**config.mk**
```make
export PLATFORM = sky130hd
export DESIGN_NAME = jtag_lockout_ctrl
export DESIGN_NICKNAME = d
export VERILOG_FILES = /design/src/rtl/lockout_pkg.sv /design/src/rtl/lockout_tap_fsm.sv /design/src/rtl/lockout_ir.sv /design/src/rtl/lockout_dr_path.sv /design/src/rtl/lockout_recovery.sv /design/src/rtl/jtag_lockout_ctrl.sv
export SDC_FILE = /design/constraint.sdc
export NUM_CORES = 1
export LEC_CHECK = 0
export BUFFER_PORTS_ARGS = -buffer_cell sky130_fd_sc_hd__clkbuf_2
export CAP_MARGIN = 20
export CORE_AREA = 2 2 84 66
export DETAILED_ROUTE_END_ITERATION = 10
export DIE_AREA = 0 0 86 68
export HOLD_SLACK_MARGIN = 0.12
export PLACE_DENSITY = 0.75
export SLEW_MARGIN = 15
export SYNTH_ARGS = -nofsm -noshare
export SYNTH_HDL_FRONTEND = slang
export SYNTH_SLANG_ARGS = --single-unit
```
**constraint.sdc**
```tcl
create_clock -name tck -period 2.2 [get_ports tck]
set_input_delay 0.33 -clock tck [delete_from_list [all_inputs] [get_ports tck]]
set_output_delay 0.33 -clock tck [all_outputs]
set_load 0.01 [all_outputs]
```
**src/rtl/lockout_pkg.sv**
```systemverilog
`timescale 1ns/1ps
package lockout_pkg;

    localparam int IR_W = 4;

    localparam logic [IR_W-1:0] OP_IDCODE  = 4'h1;
    localparam logic [IR_W-1:0] OP_DEBUG   = 4'h8;
    localparam logic [IR_W-1:0] OP_RECOVER = 4'hB;
    localparam logic [IR_W-1:0] OP_BYPASS  = 4'hF;
    localparam logic [IR_W-1:0] IR_CAPTURE = 4'b0001;

    typedef enum logic [3:0] {
        ST_TLR, ST_RTI,
        ST_SEL_DR, ST_CAP_DR, ST_SHF_DR, ST_EX1_DR, ST_PAU_DR, ST_EX2_DR, ST_UPD_DR,
        ST_SEL_IR, ST_CAP_IR, ST_SHF_IR, ST_EX1_IR, ST_PAU_IR, ST_EX2_IR, ST_UPD_IR
    } tap_state_t;

    typedef enum logic [1:0] {DR_ID, DR_BYP, DR_DBG, DR_DIV} dr_sel_t;

    typedef enum logic [1:0] {RC_IDLE, RC_ARMED, RC_ERASE} rec_state_t;

endpackage

```
**src/rtl/lockout_tap_fsm.sv**
```systemverilog
`timescale 1ns/1ps
module lockout_tap_fsm
    import lockout_pkg::*;
(
    input  logic       tck,
    input  logic       por_n,
    input  logic       tms,
    output tap_state_t state
);

    tap_state_t state_q;
    tap_state_t state_nx;

    always_ff @(posedge tck) begin
        if (!por_n) state_q <= ST_TLR;
        else        state_q <= state_nx;
    end

    always_comb begin
        state_nx = state_q;
        unique case (state_q)
            ST_TLR:    state_nx = tms ? ST_TLR    : ST_RTI;
            ST_RTI:    state_nx = tms ? ST_SEL_DR : ST_RTI;
            ST_SEL_DR: state_nx = tms ? ST_SEL_IR : ST_CAP_DR;
            ST_CAP_DR: state_nx = tms ? ST_EX1_DR : ST_SHF_DR;
            ST_SHF_DR: state_nx = tms ? ST_EX1_DR : ST_SHF_DR;
            ST_EX1_DR: state_nx = tms ? ST_UPD_DR : ST_PAU_DR;
            ST_PAU_DR: state_nx = tms ? ST_EX2_DR : ST_PAU_DR;
            ST_EX2_DR: state_nx = tms ? ST_UPD_DR : ST_SHF_DR;
            ST_UPD_DR: state_nx = tms ? ST_SEL_DR : ST_RTI;
            ST_SEL_IR: state_nx = tms ? ST_TLR    : ST_CAP_IR;
            ST_CAP_IR: state_nx = tms ? ST_EX1_IR : ST_SHF_IR;
            ST_SHF_IR: state_nx = tms ? ST_EX1_IR : ST_SHF_IR;
            ST_EX1_IR: state_nx = tms ? ST_UPD_IR : ST_PAU_IR;
            ST_PAU_IR: state_nx = tms ? ST_EX2_IR : ST_PAU_IR;
            ST_EX2_IR: state_nx = tms ? ST_UPD_IR : ST_SHF_IR;
            ST_UPD_IR: state_nx = tms ? ST_SEL_DR : ST_RTI;
            default:   state_nx = ST_TLR;
        endcase
    end

    always_comb state = state_q;

endmodule

```
**src/rtl/lockout_ir.sv**
```systemverilog
`timescale 1ns/1ps
module lockout_ir
    import lockout_pkg::*;
(
    input  logic       tck,
    input  logic       por_n,
    input  tap_state_t state,
    input  logic       tdi,
    output logic       ir_tdo,
    output dr_sel_t    dr_sel
);

    logic [IR_W-1:0] ir_sh;
    logic [IR_W-1:0] ir_q;

    always_ff @(posedge tck) begin
        if (!por_n) begin
            ir_sh <= '0;
            ir_q  <= OP_IDCODE;
        end else begin
            if (state == ST_CAP_IR)      ir_sh <= IR_CAPTURE;
            else if (state == ST_SHF_IR) ir_sh <= {tdi, ir_sh[IR_W-1:1]};
            if (state == ST_TLR)         ir_q  <= OP_IDCODE;
            else if (state == ST_UPD_IR) ir_q  <= ir_sh;
        end
    end

    always_comb begin
        case (ir_q)
            OP_IDCODE:  dr_sel = DR_ID;
            OP_DEBUG:   dr_sel = DR_DBG;
            OP_RECOVER: dr_sel = DR_DIV;
            default:    dr_sel = DR_BYP;
        endcase
    end

    always_comb ir_tdo = ir_sh[0];

    // Test-Logic-Reset leaves the identification opcode selected
    p_tlr_loads_idcode_r1: assert property (@(posedge tck) disable iff (!por_n)
        (state == ST_TLR) |=> (ir_q == OP_IDCODE));

endmodule

```
**src/rtl/lockout_dr_path.sv**
```systemverilog
`timescale 1ns/1ps
module lockout_dr_path
    import lockout_pkg::*;
#(
    parameter int              ID_W    = 32,
    parameter logic [ID_W-1:0] ID_CODE = 32'h4B1D_6A3F,
    parameter int              DATA_W  = 16,
    parameter int              DIV_W   = 7
) (
    input  logic              tck,
    input  logic              por_n,
    input  logic              dev_rst_n,
    input  tap_state_t        state,
    input  dr_sel_t           dr_sel,
    input  logic              tdi,
    input  logic              secured,
    input  logic [DATA_W-1:0] flash_rdata,
    output logic              dr_tdo,
    output logic              flash_rd_req,
    output logic              div_upd,
    output logic [DIV_W-1:0]  erase_div,
    output logic              access_violation
);

    localparam int DR_W0 = (ID_W > DATA_W) ? ID_W : DATA_W;
    localparam int DR_W  = (DR_W0 > DIV_W) ? DR_W0 : DIV_W;
    localparam int LEN_W = $clog2(DR_W + 1);

    logic [DR_W-1:0]  dr_sh;
    logic [DR_W-1:0]  cap_val;
    logic [DR_W-1:0]  shift_nx;
    logic [LEN_W-1:0] dr_len;
    logic [LEN_W-1:0] msb_idx;
    logic [DIV_W-1:0] div_q;
    logic             viol_q;
    logic             dbg_cap;

    always_comb begin
        case (dr_sel)
            DR_ID:   dr_len = LEN_W'(ID_W);
            DR_DBG:  dr_len = LEN_W'(DATA_W);
            DR_DIV:  dr_len = LEN_W'(DIV_W);
            default: dr_len = LEN_W'(1);
        endcase
        msb_idx = dr_len - LEN_W'(1);
    end

    always_comb begin
        case (dr_sel)
            DR_ID:   cap_val = DR_W'(ID_CODE);
            DR_DBG:  cap_val = secured ? '0 : DR_W'(flash_rdata);
            DR_DIV:  cap_val = DR_W'(div_q);
            default: cap_val = '0;
        endcase
    end

    always_comb begin
        shift_nx          = dr_sh >> 1;
        shift_nx[msb_idx] = tdi;
    end

    always_comb dbg_cap = (state == ST_CAP_DR) && (dr_sel == DR_DBG);

    always_ff @(posedge tck) begin
        if (!por_n) begin
            dr_sh <= '0;
            div_q <= '0;
        end else begin
            if (state == ST_CAP_DR)      dr_sh <= cap_val;
            else if (state == ST_SHF_DR) dr_sh <= shift_nx;
            if (div_upd)                 div_q <= dr_sh[DIV_W-1:0];
        end
    end

    always_ff @(posedge tck) begin
        if (!por_n || !dev_rst_n)   viol_q <= 1'b0;
        else if (dbg_cap && secured) viol_q <= 1'b1;
    end

    always_comb begin
        dr_tdo           = dr_sh[0];
        flash_rd_req     = dbg_cap && !secured;
        div_upd          = (state == ST_UPD_DR) && (dr_sel == DR_DIV);
        erase_div        = div_q;
        access_violation = viol_q;
    end

    // the refusal flag holds until a device reset
    p_violation_sticky_r4: assert property (@(posedge tck) disable iff (!por_n)
        (access_violation && dev_rst_n) |=> access_violation);

    // the divider only changes on its own Update-DR
    p_div_only_on_update_r5: assert property (@(posedge tck) disable iff (!por_n)
        !((state == ST_UPD_DR) && (dr_sel == DR_DIV)) |=> $stable(erase_div));

endmodule

```
**src/rtl/lockout_recovery.sv**
```systemverilog
`timescale 1ns/1ps
module lockout_recovery
    import lockout_pkg::*;
(
    input  logic       tck,
    input  logic       por_n,
    input  logic       dev_rst_n,
    input  tap_state_t state,
    input  logic       div_upd,
    input  logic       cfg_secure,
    input  logic       erase_done,
    output logic       erase_req,
    output logic       erase_complete,
    output logic       secured
);

    rec_state_t rec_q;
    rec_state_t rec_nx;
    logic       done_q;
    logic       tlr_seen_q;
    logic       sec_q;

    always_ff @(posedge tck) begin
        if (!por_n || !dev_rst_n) rec_q <= RC_IDLE;
        else                      rec_q <= rec_nx;
    end

    always_comb begin
        rec_nx = rec_q;
        unique case (rec_q)
            RC_IDLE:  if (div_upd) rec_nx = RC_ARMED;
            RC_ARMED: begin
                if (state == ST_TLR || state == ST_UPD_IR) rec_nx = RC_IDLE;
                else if (state == ST_RTI)                  rec_nx = RC_ERASE;
            end
            RC_ERASE: begin
                if (erase_done)            rec_nx = RC_IDLE;
                else if (state != ST_RTI)  rec_nx = RC_IDLE;
            end
            default:  rec_nx = RC_IDLE;
        endcase
    end

    always_ff @(posedge tck) begin
        if (!por_n || !dev_rst_n) begin
            done_q     <= 1'b0;
            tlr_seen_q <= 1'b0;
        end else begin
            if (rec_q == RC_ERASE && erase_done) done_q     <= 1'b1;
            if (state == ST_TLR && done_q)       tlr_seen_q <= 1'b1;
        end
    end

    always_ff @(posedge tck) begin
        if (!por_n)          sec_q <= cfg_secure;
        else if (!dev_rst_n) sec_q <= cfg_secure | (sec_q & ~(done_q & tlr_seen_q));
    end

    always_comb begin
        erase_req      = (rec_q == RC_ERASE);
        erase_complete = done_q;
        secured        = sec_q;
    end

    // a request only ever starts out of Run-Test/Idle
    p_start_in_rti_r6: assert property (@(posedge tck) disable iff (!por_n)
        $rose(erase_req) |-> ($past(state) == ST_RTI));

    // the completion pulse ends the request and latches completion
    p_done_latches_r7: assert property (@(posedge tck) disable iff (!por_n)
        (erase_req && erase_done && dev_rst_n) |=> (!erase_req && erase_complete));

    // leaving Run-Test/Idle early aborts the request
    p_abort_on_exit_r8: assert property (@(posedge tck) disable iff (!por_n)
        (erase_req && state != ST_RTI && !erase_done && dev_rst_n) |=> !erase_req);

    // completion survives everything but a reset
    p_complete_sticky_r10: assert property (@(posedge tck) disable iff (!por_n)
        (erase_complete && dev_rst_n) |=> erase_complete);

    // the secure flag moves only under a device reset
    p_secure_only_on_reset_r9: assert property (@(posedge tck) disable iff (!por_n)
        dev_rst_n |=> $stable(secured));

endmodule

```
**src/rtl/jtag_lockout_ctrl.sv**
```systemverilog
`timescale 1ns/1ps
module jtag_lockout_ctrl
    import lockout_pkg::*;
#(
    parameter int              ID_W    = 32,
    parameter logic [ID_W-1:0] ID_CODE = 32'h4B1D_6A3F,
    parameter int              DATA_W  = 16,
    parameter int              DIV_W   = 7
) (
    input  logic              tck,
    input  logic              por_n,
    input  logic              dev_rst_n,
    input  logic              tms,
    input  logic              tdi,
    output logic              tdo,
    input  logic              cfg_secure,
    output logic              secured,
    input  logic [DATA_W-1:0] flash_rdata,
    output logic              flash_rd_req,
    output logic              erase_req,
    input  logic              erase_done,
    output logic [DIV_W-1:0]  erase_div,
    output logic              erase_complete,
    output logic              access_violation
);

    tap_state_t state;
    dr_sel_t    dr_sel;
    logic       ir_tdo;
    logic       dr_tdo;
    logic       div_upd;

    lockout_tap_fsm u_tap (
        .tck   (tck),
        .por_n (por_n),
        .tms   (tms),
        .state (state)
    );

    lockout_ir u_ir (
        .tck    (tck),
        .por_n  (por_n),
        .state  (state),
        .tdi    (tdi),
        .ir_tdo (ir_tdo),
        .dr_sel (dr_sel)
    );

    lockout_dr_path #(
        .ID_W    (ID_W),
        .ID_CODE (ID_CODE),
        .DATA_W  (DATA_W),
        .DIV_W   (DIV_W)
    ) u_dr (
        .tck              (tck),
        .por_n            (por_n),
        .dev_rst_n        (dev_rst_n),
        .state            (state),
        .dr_sel           (dr_sel),
        .tdi              (tdi),
        .secured          (secured),
        .flash_rdata      (flash_rdata),
        .dr_tdo           (dr_tdo),
        .flash_rd_req     (flash_rd_req),
        .div_upd          (div_upd),
        .erase_div        (erase_div),
        .access_violation (access_violation)
    );

    lockout_recovery u_rec (
        .tck            (tck),
        .por_n          (por_n),
        .dev_rst_n      (dev_rst_n),
        .state          (state),
        .div_upd        (div_upd),
        .cfg_secure     (cfg_secure),
        .erase_done     (erase_done),
        .erase_req      (erase_req),
        .erase_complete (erase_complete),
        .secured        (secured)
    );

    always_comb begin
        if (state == ST_SHF_IR)      tdo = ir_tdo;
        else if (state == ST_SHF_DR) tdo = dr_tdo;
        else                         tdo = 1'b0;
    end

endmodule

```
==> flow_metrics.tcl, run 1 <==
set metrics [dict create \
    outcome "finished, final reports clean" \
    finalHoldViolCount 0 \
    gr-total-overflow 0 \
    hold_class "input port to flip-flop" \
    cts-resized-gates 0 \
    crit_slowest_cell "dfxtp_1" \
    path_buf_inv 2 \
    path_cells "nor4b_4 -> buf_4 -> nand2_1 -> nand2_1 -> clkbuf_2" \
    cp-end-kind "output port" \
    routedWlPerCell_um 15.6 \
    synth_area_leaders "dfxtp_1 (42%), a21oi_1 (5.8%), nor2_1 (5.3%)" \
    synth_warnings 0 \
    post_drt_via_cell_ratio 6.05 \
    dpl.hpwl_mm 4.47 \
    clk_pin_slew_ps 70 \
    synth.avg_cell_area_um2 8.63 \
    synthDistinctLibCells 60 \
    track_usage_pct 24.0 \
    crit_end "tdo" \
    critical_path_class "flip-flop to output port" \
    yosys.area.top_type_share_pct 42.0 \
    ioPinCount 36 \
    layout-drive-gt1-share_pct 23.9 \
    cap_violations 0 \
    clk_latency_ps 340 \
    arrival_ps 1680 \
    dr.pass1.iters 5 \
    max_freq_mhz 496 \
    grt_max_degree 19 \
    syn-num-nets 332 \
    rsz0062_at_grt "false" \
    cts_buffer_depth 2 \
    required_ps 1870 \
    die_x_um 86 \
    ff2ff_setup_slack_ps 420 \
    cp_max_fo 18 \
    clkSinkCount 57 \
    setup_violations 0 \
    async_flop_share_pct 0 \
    synth_cells 309 \
    cts_buffers 9 \
    cts-root-buf "clkbuf_8" \
    start_kind "flip-flop" \
    clock_skew_ps 10.0 \
    vias 2506 \
    diodes 0 \
    path_depth 5 \
    reg2reg_depth 6 \
    synthesis.area_mm2 0.00267 \
    finalSetupTns_ps 0 \
    tightest_slew_ps 627 \
    r2r-end "u_dr.dr_sh[14]" \
    post_cts_buffers 0 \
    antenna_found_initial 0 \
    worstReg2RegStart "u_tap.state[2]" \
    p_total_mw 2.34 \
    p_per_area_mw_per_mm2 745 \
    fin_crit_sh_pct 91.6 \
    fin_hold_ws_ps 216 \
    gp_congestion 0.837 \
    synth_seq_cells 57 \
    peakVddDrop_mv 0.496 \
    postCtsHoldBufs 0 \
    crit_family "flip-flops" \
    timing.slew.headroom_pct 58.2 \
    htreeDepth 3 \
    synth_edf_count 1 \
    fin_nets 370 \
    maxSlewViolCount 0 \
    fin_crit_ps 2010 \
    power_leakage_nw 1.24 \
    yosysTopAreaCell "dfxtp_1" \
    drt_iter0_drc 208 \
    route.detailed.drc 0 \
    rows 23 \
    die_h_um 68 \
    tritoncts "built" \
    ys.flop_type "dfxtp_1" \
    port_buffers 35 \
    syn_to_final_growth_pct 17.6 \
    routed_wl_mm 6.45 \
    grt_pass1_vias 2212 \
    ys_seq_area_share_pct 43.2 \
    path_common_cell "nand2_1" \
    grt_pass1_wl_mm 10.9 \
    start_util_pct 52.4 \
    timing.critical_path.slowest_cell_delay_ps 530 \
    ant_nets 0 \
    dieArea_mm2 0.00585 \
    core_area_mm2 0.00509 \
    critPathLaunch "u_tap.state[2]" \
]
where the power goes:
group	internal, mW	leakage [nW]	switching, mW
registers	1.07	0.462	0.0320
logic	0.0844	0.670	0.123
clock network	0.591	0.104	0.443
Yosys cell counts, types with 2 or more instances:
cell,number
clkbuf_1,13
inv_1,9
a21oi_1,31
nand2_1,31
or3_1,2
nor2_1,38
nand2b_1,2
a311o_1,5
nor2b_1,2
nor4b_2,2
a221oi_1,6
a21boi_0,2
buf_4,2
nand2_2,2
buf_2,6
o22ai_1,8
nor3_1,2
dfxtp_1,56
and2_1,3
mux2i_1,9
a31oi_1,4
o21ai_0,10
a22oi_1,9
nor4_1,2
mux2_2,5
nand3_1,14
metrics by stage:
stage	setup slack (ps)	cells	instance area (um^2)	utilization, %
global placement	467	398	2920	57.4
global route	45.5	414	3140	61.6
detailed placement	432	398	2920	57.4
floorplan	522	309	2670	-
CTS	169	414	3140	61.6
finish	185	414	3140	61.6
layer usage:
| layer | up-vias | global-route usage [%] | wire, um |
|---|---|---|---|
| li1 | 1215 | - | - |
| met5 | - | 0 | 0 |
| met4 | 0 | 7.14 | 83 |
| met3 | 11 | 7.84 | 523 |
| met2 | 106 | 35.2 | 2750 |
| met1 | 1174 | 33.7 | 3100 |
how the worst min path moves through the flow:
stage / startpoint / end / depth (start not counted)
after global routing: flash_rdata[11] / u_dr.dr_sh[11] / 3
final: flash_rdata[9] / u_dr.dr_sh[9] / 3
after floorplan: u_rec.rec_q[1] / u_rec.rec_q[0] / 1
after detailed placement: u_rec.rec_q[1] / u_rec.rec_q[0] / 1
after global placement: u_rec.rec_q[1] / u_rec.rec_q[0] / 1
after CTS: flash_rdata[11] / u_dr.dr_sh[11] / 3
cells in the final DEF (no fill, tap or decap), types with 3 or more instances in the layout:
| master | synthesis | layout |
|---|---|---|
| o22ai_1 | 8 | 8 |
| nor2_1 | 38 | 38 |
| mux2i_1 | 9 | 9 |
| a31oi_1 | 4 | 4 |
| buf_4 | 2 | 15 |
| nand2_1 | 31 | 31 |
| mux2_2 | 5 | 5 |
| clkbuf_2 | 0 | 35 |
| a21oi_1 | 31 | 31 |
| inv_1 | 9 | 9 |
| o21ai_0 | 10 | 10 |
| nand3_1 | 14 | 14 |
| a22oi_1 | 9 | 9 |
| dfxtp_1 | 56 | 56 |
| a221oi_1 | 6 | 6 |
| a311o_1 | 5 | 5 |
| and2_1 | 3 | 3 |
| clkbuf_8 | 0 | 9 |
final cells by class:
type | count | area, um^2
fill | 439 | 1960
sequential | 57 | 1150
multi-input combinational | 220 | 1370
clock buffer | 10 | 149
inverter | 9 | 33.8
timing repair buffer | 50 | 288
tap | 62 | 77.6
clock inverter | 6 | 63.8
tightest hold or removal path, cell delays in order:
cell,delay (ps)
clkbuf_2,80
nand2_1,50
a21oi_1,60
state kept, by name, summed over array words and instances (netlist names):
name,flops
u_dr.erase_div,7
u_dr.dr_sh,32
u_rec.erase_complete,1
u_rec.secured,1
u_dr.access_violation,1
u_rec.tlr_seen_q,1
u_tap.state,4
u_ir.ir_sh,4
u_rec.rec_q,2
u_ir.ir_q,4
kinds of logic after synthesis:
group / Yosys count / synth area share (%)
AOI/OAI and AO/OA: 90 / 22.6
xor gates and xnor gates: 2 / 0.657
buffers and inverters: 32 / 5.35
DFF: 57 / 43.2
muxes: 14 / 5.49
and+or+nand+nor: 114 / 22.8
Power figures use the tool's default switching activity.
==> run 2: changes to the inputs <==
- CORE_AREA: 2 2 84 66 -> 2 2 90 70
- DIE_AREA: 0 0 86 68 -> 0 0 92 72
- PLACE_DENSITY: 0.75 -> 0.67
==> flow_metrics.tcl, run 2 (synthesized netlist as in run 1, its figures left out) <==
set metrics [dict create \
    tritoncts "built" \
    crit_family "simple AND/OR/NAND/NOR gates" \
    comb_power_share_pct 9.2 \
    htreeDepth 3 \
    p_int_mw 1.73 \
    hold_class "input port to flip-flop" \
    gr-total-overflow 0 \
    grt_pass1_wl_mm 10.9 \
    cts-root-buf "clkbuf_8" \
    critical_path_class "flip-flop to output port" \
    seqPwrFrac_pct 48.1 \
    fin_hold_ws_ps 225 \
    fin_nets 370 \
    path_cells "or4b_4 -> nor3_4 -> clkbuf_2" \
    p_sw_share_pct 24.3 \
    dpl.hpwl_mm 4.52 \
    core_area_mm2 0.00571 \
    start_kind "flip-flop" \
    start_util_pct 46.8 \
    port_buffers 35 \
    diodes 0 \
    cp-end-kind "output port" \
    cts_buffers 9 \
    fin_crit_sh_pct 92.8 \
    vias 2423 \
    max_freq_mhz 490 \
    largest-register "u_dr.dr_sh" \
    fin_crit_ps 2040 \
    ioPinCount 36 \
    die_x_um 92 \
    routedWlPerCell_um 15.4 \
    power_switching_mw 0.556 \
    drt_iter0_drc 171 \
    timing.critical_path.slowest_cell_delay_ps 550 \
    clkPwrFrac_pct 42.6 \
    routed_wl_mm 6.59 \
    clk_pin_slew_ps 60 \
    required_ps 1870 \
    p_per_area_mw_per_mm2 727 \
    path_buf_inv 1 \
    cap_violations 0 \
    gp_congestion 0.870 \
    rows 24 \
    die_h_um 72 \
    finalSetupTns_ps 0 \
    final_common_cell "dfxtp_1" \
    tightest_slew_ps 606 \
    peakVddDrop_mv 0.362 \
    dr.pass1.iters 4 \
    power_leakage_nw 1.23 \
    clkSinkCount 57 \
    timing.slew.headroom_pct 59.5 \
    route.detailed.drc 0 \
    cp_max_fo 9 \
    grt_max_degree 19 \
    post_drt_via_cell_ratio 5.65 \
    crit_slowest_cell "or4b_4" \
    finalHoldViolCount 0 \
    clock_skew_ps 8.83 \
    arrival_ps 1710 \
    track_usage_pct 21.2 \
    layout-drive-gt1-share_pct 23.4 \
    largest_register_ffs 32 \
    outcome "finished, final reports clean" \
    setup_violations 0 \
    grt_pass1_vias 2159 \
    n_fill_cell 540 \
    maxSlewViolCount 0 \
    antenna_found_initial 0 \
    rsz0062_at_grt "false" \
    cts_buffer_depth 2 \
    ant_nets 0 \
    syn_to_final_growth_pct 17.7 \
    clk_latency_ps 340 \
    mostFrequentLayoutCells "dfxtp_1 (56), nor2_1 (38), clkbuf_2 (35)" \
    dieArea_mm2 0.00662 \
]
==> run 2: cell types whose count changed in the layout (fill, tap and decap cells not counted) <==
cell        before  now
clkbuf_8         9   11
clkinvlp_4       2    0
clkbuf_1         0    1
clkbuf_16        1    0
inv_6            1    0
==> run 2: stage by stage <==
stage	util, %	area (um^2)	total power, mW	setup WS [ps]	std cells
2_1_floorplan	-	2670	1.25	522	309
3_3_place_gp	51.5	2940	1.33	399	413
3_5_place_dp	51.5	2940	1.33	334	413
4_1_cts	55.0	3140	2.30	152	429
5_1_grt	55.0	3140	2.38	62.0	429
6_report	55.0	3140	2.28	158	429
==> run 2: layer usage <==
layer / part of all wire, % / vias up / global-route usage, %
li1: - / 1207 / -
met1: 52 / 1146 / 30.3
met2: 42 / 62 / 30.0
met3: 5.6 / 8 / 8.20
met4: 0.93 / 0 / 5.47
met5: 0 / - / 0
==> run 2: final cells by class <==
cell class                 instances  area (um^2)  area share, %
clock inverter                     3         40.0           1.28
inverter                           9         33.8           1.08
multi-input combinational        220         1370           43.8
tap                               78         97.6           3.11
timing repair buffer              50          288           9.17
sequential                        57         1150           36.7
clock buffer                      12          155           4.94
==> run 2: final timing paths <==
| check | startpoint | end | slack, ps | cells after the start |
|---|---|---|---|---|
| hold reg to reg | u_dr.dr_sh[22] | u_dr.dr_sh[21] | 450 | 2 |
| setup reg to reg | u_tap.state[1] | u_dr.dr_sh[2] | 360 | 5 |
| setup / recovery | u_ir.ir_q[3] | flash_rd_req | 160 | 3 |
| hold / removal | flash_rdata[13] | u_dr.dr_sh[13] | 220 | 3 |
==> run 2: power groups by stage <==
stage	combinational (mW)	clock, mW	sequential (mW)
after global routing	0.234	1.04	1.10
after floorplan	0.146	0	1.11
final	0.211	0.974	1.10
after CTS	0.210	0.990	1.10
after global placement	0.206	0	1.12
after detailed placement	0.209	0	1.12
==> run 2: worst register-to-register path: stages (launching register included) <==
cell and delay [ps]:
dfxtp_1 390, buf_4 230, nor3b_1 520, a21oi_1 160, a311o_1 350, a21oi_1 120
==> run 2: timing repair <==
action,in CTS,in global routing
gates resized for setup,0,0
buffers inserted,1,0
hold endpoints to repair,0,0
endpoints found under the setup margin,1,0
hold buffers,0,0
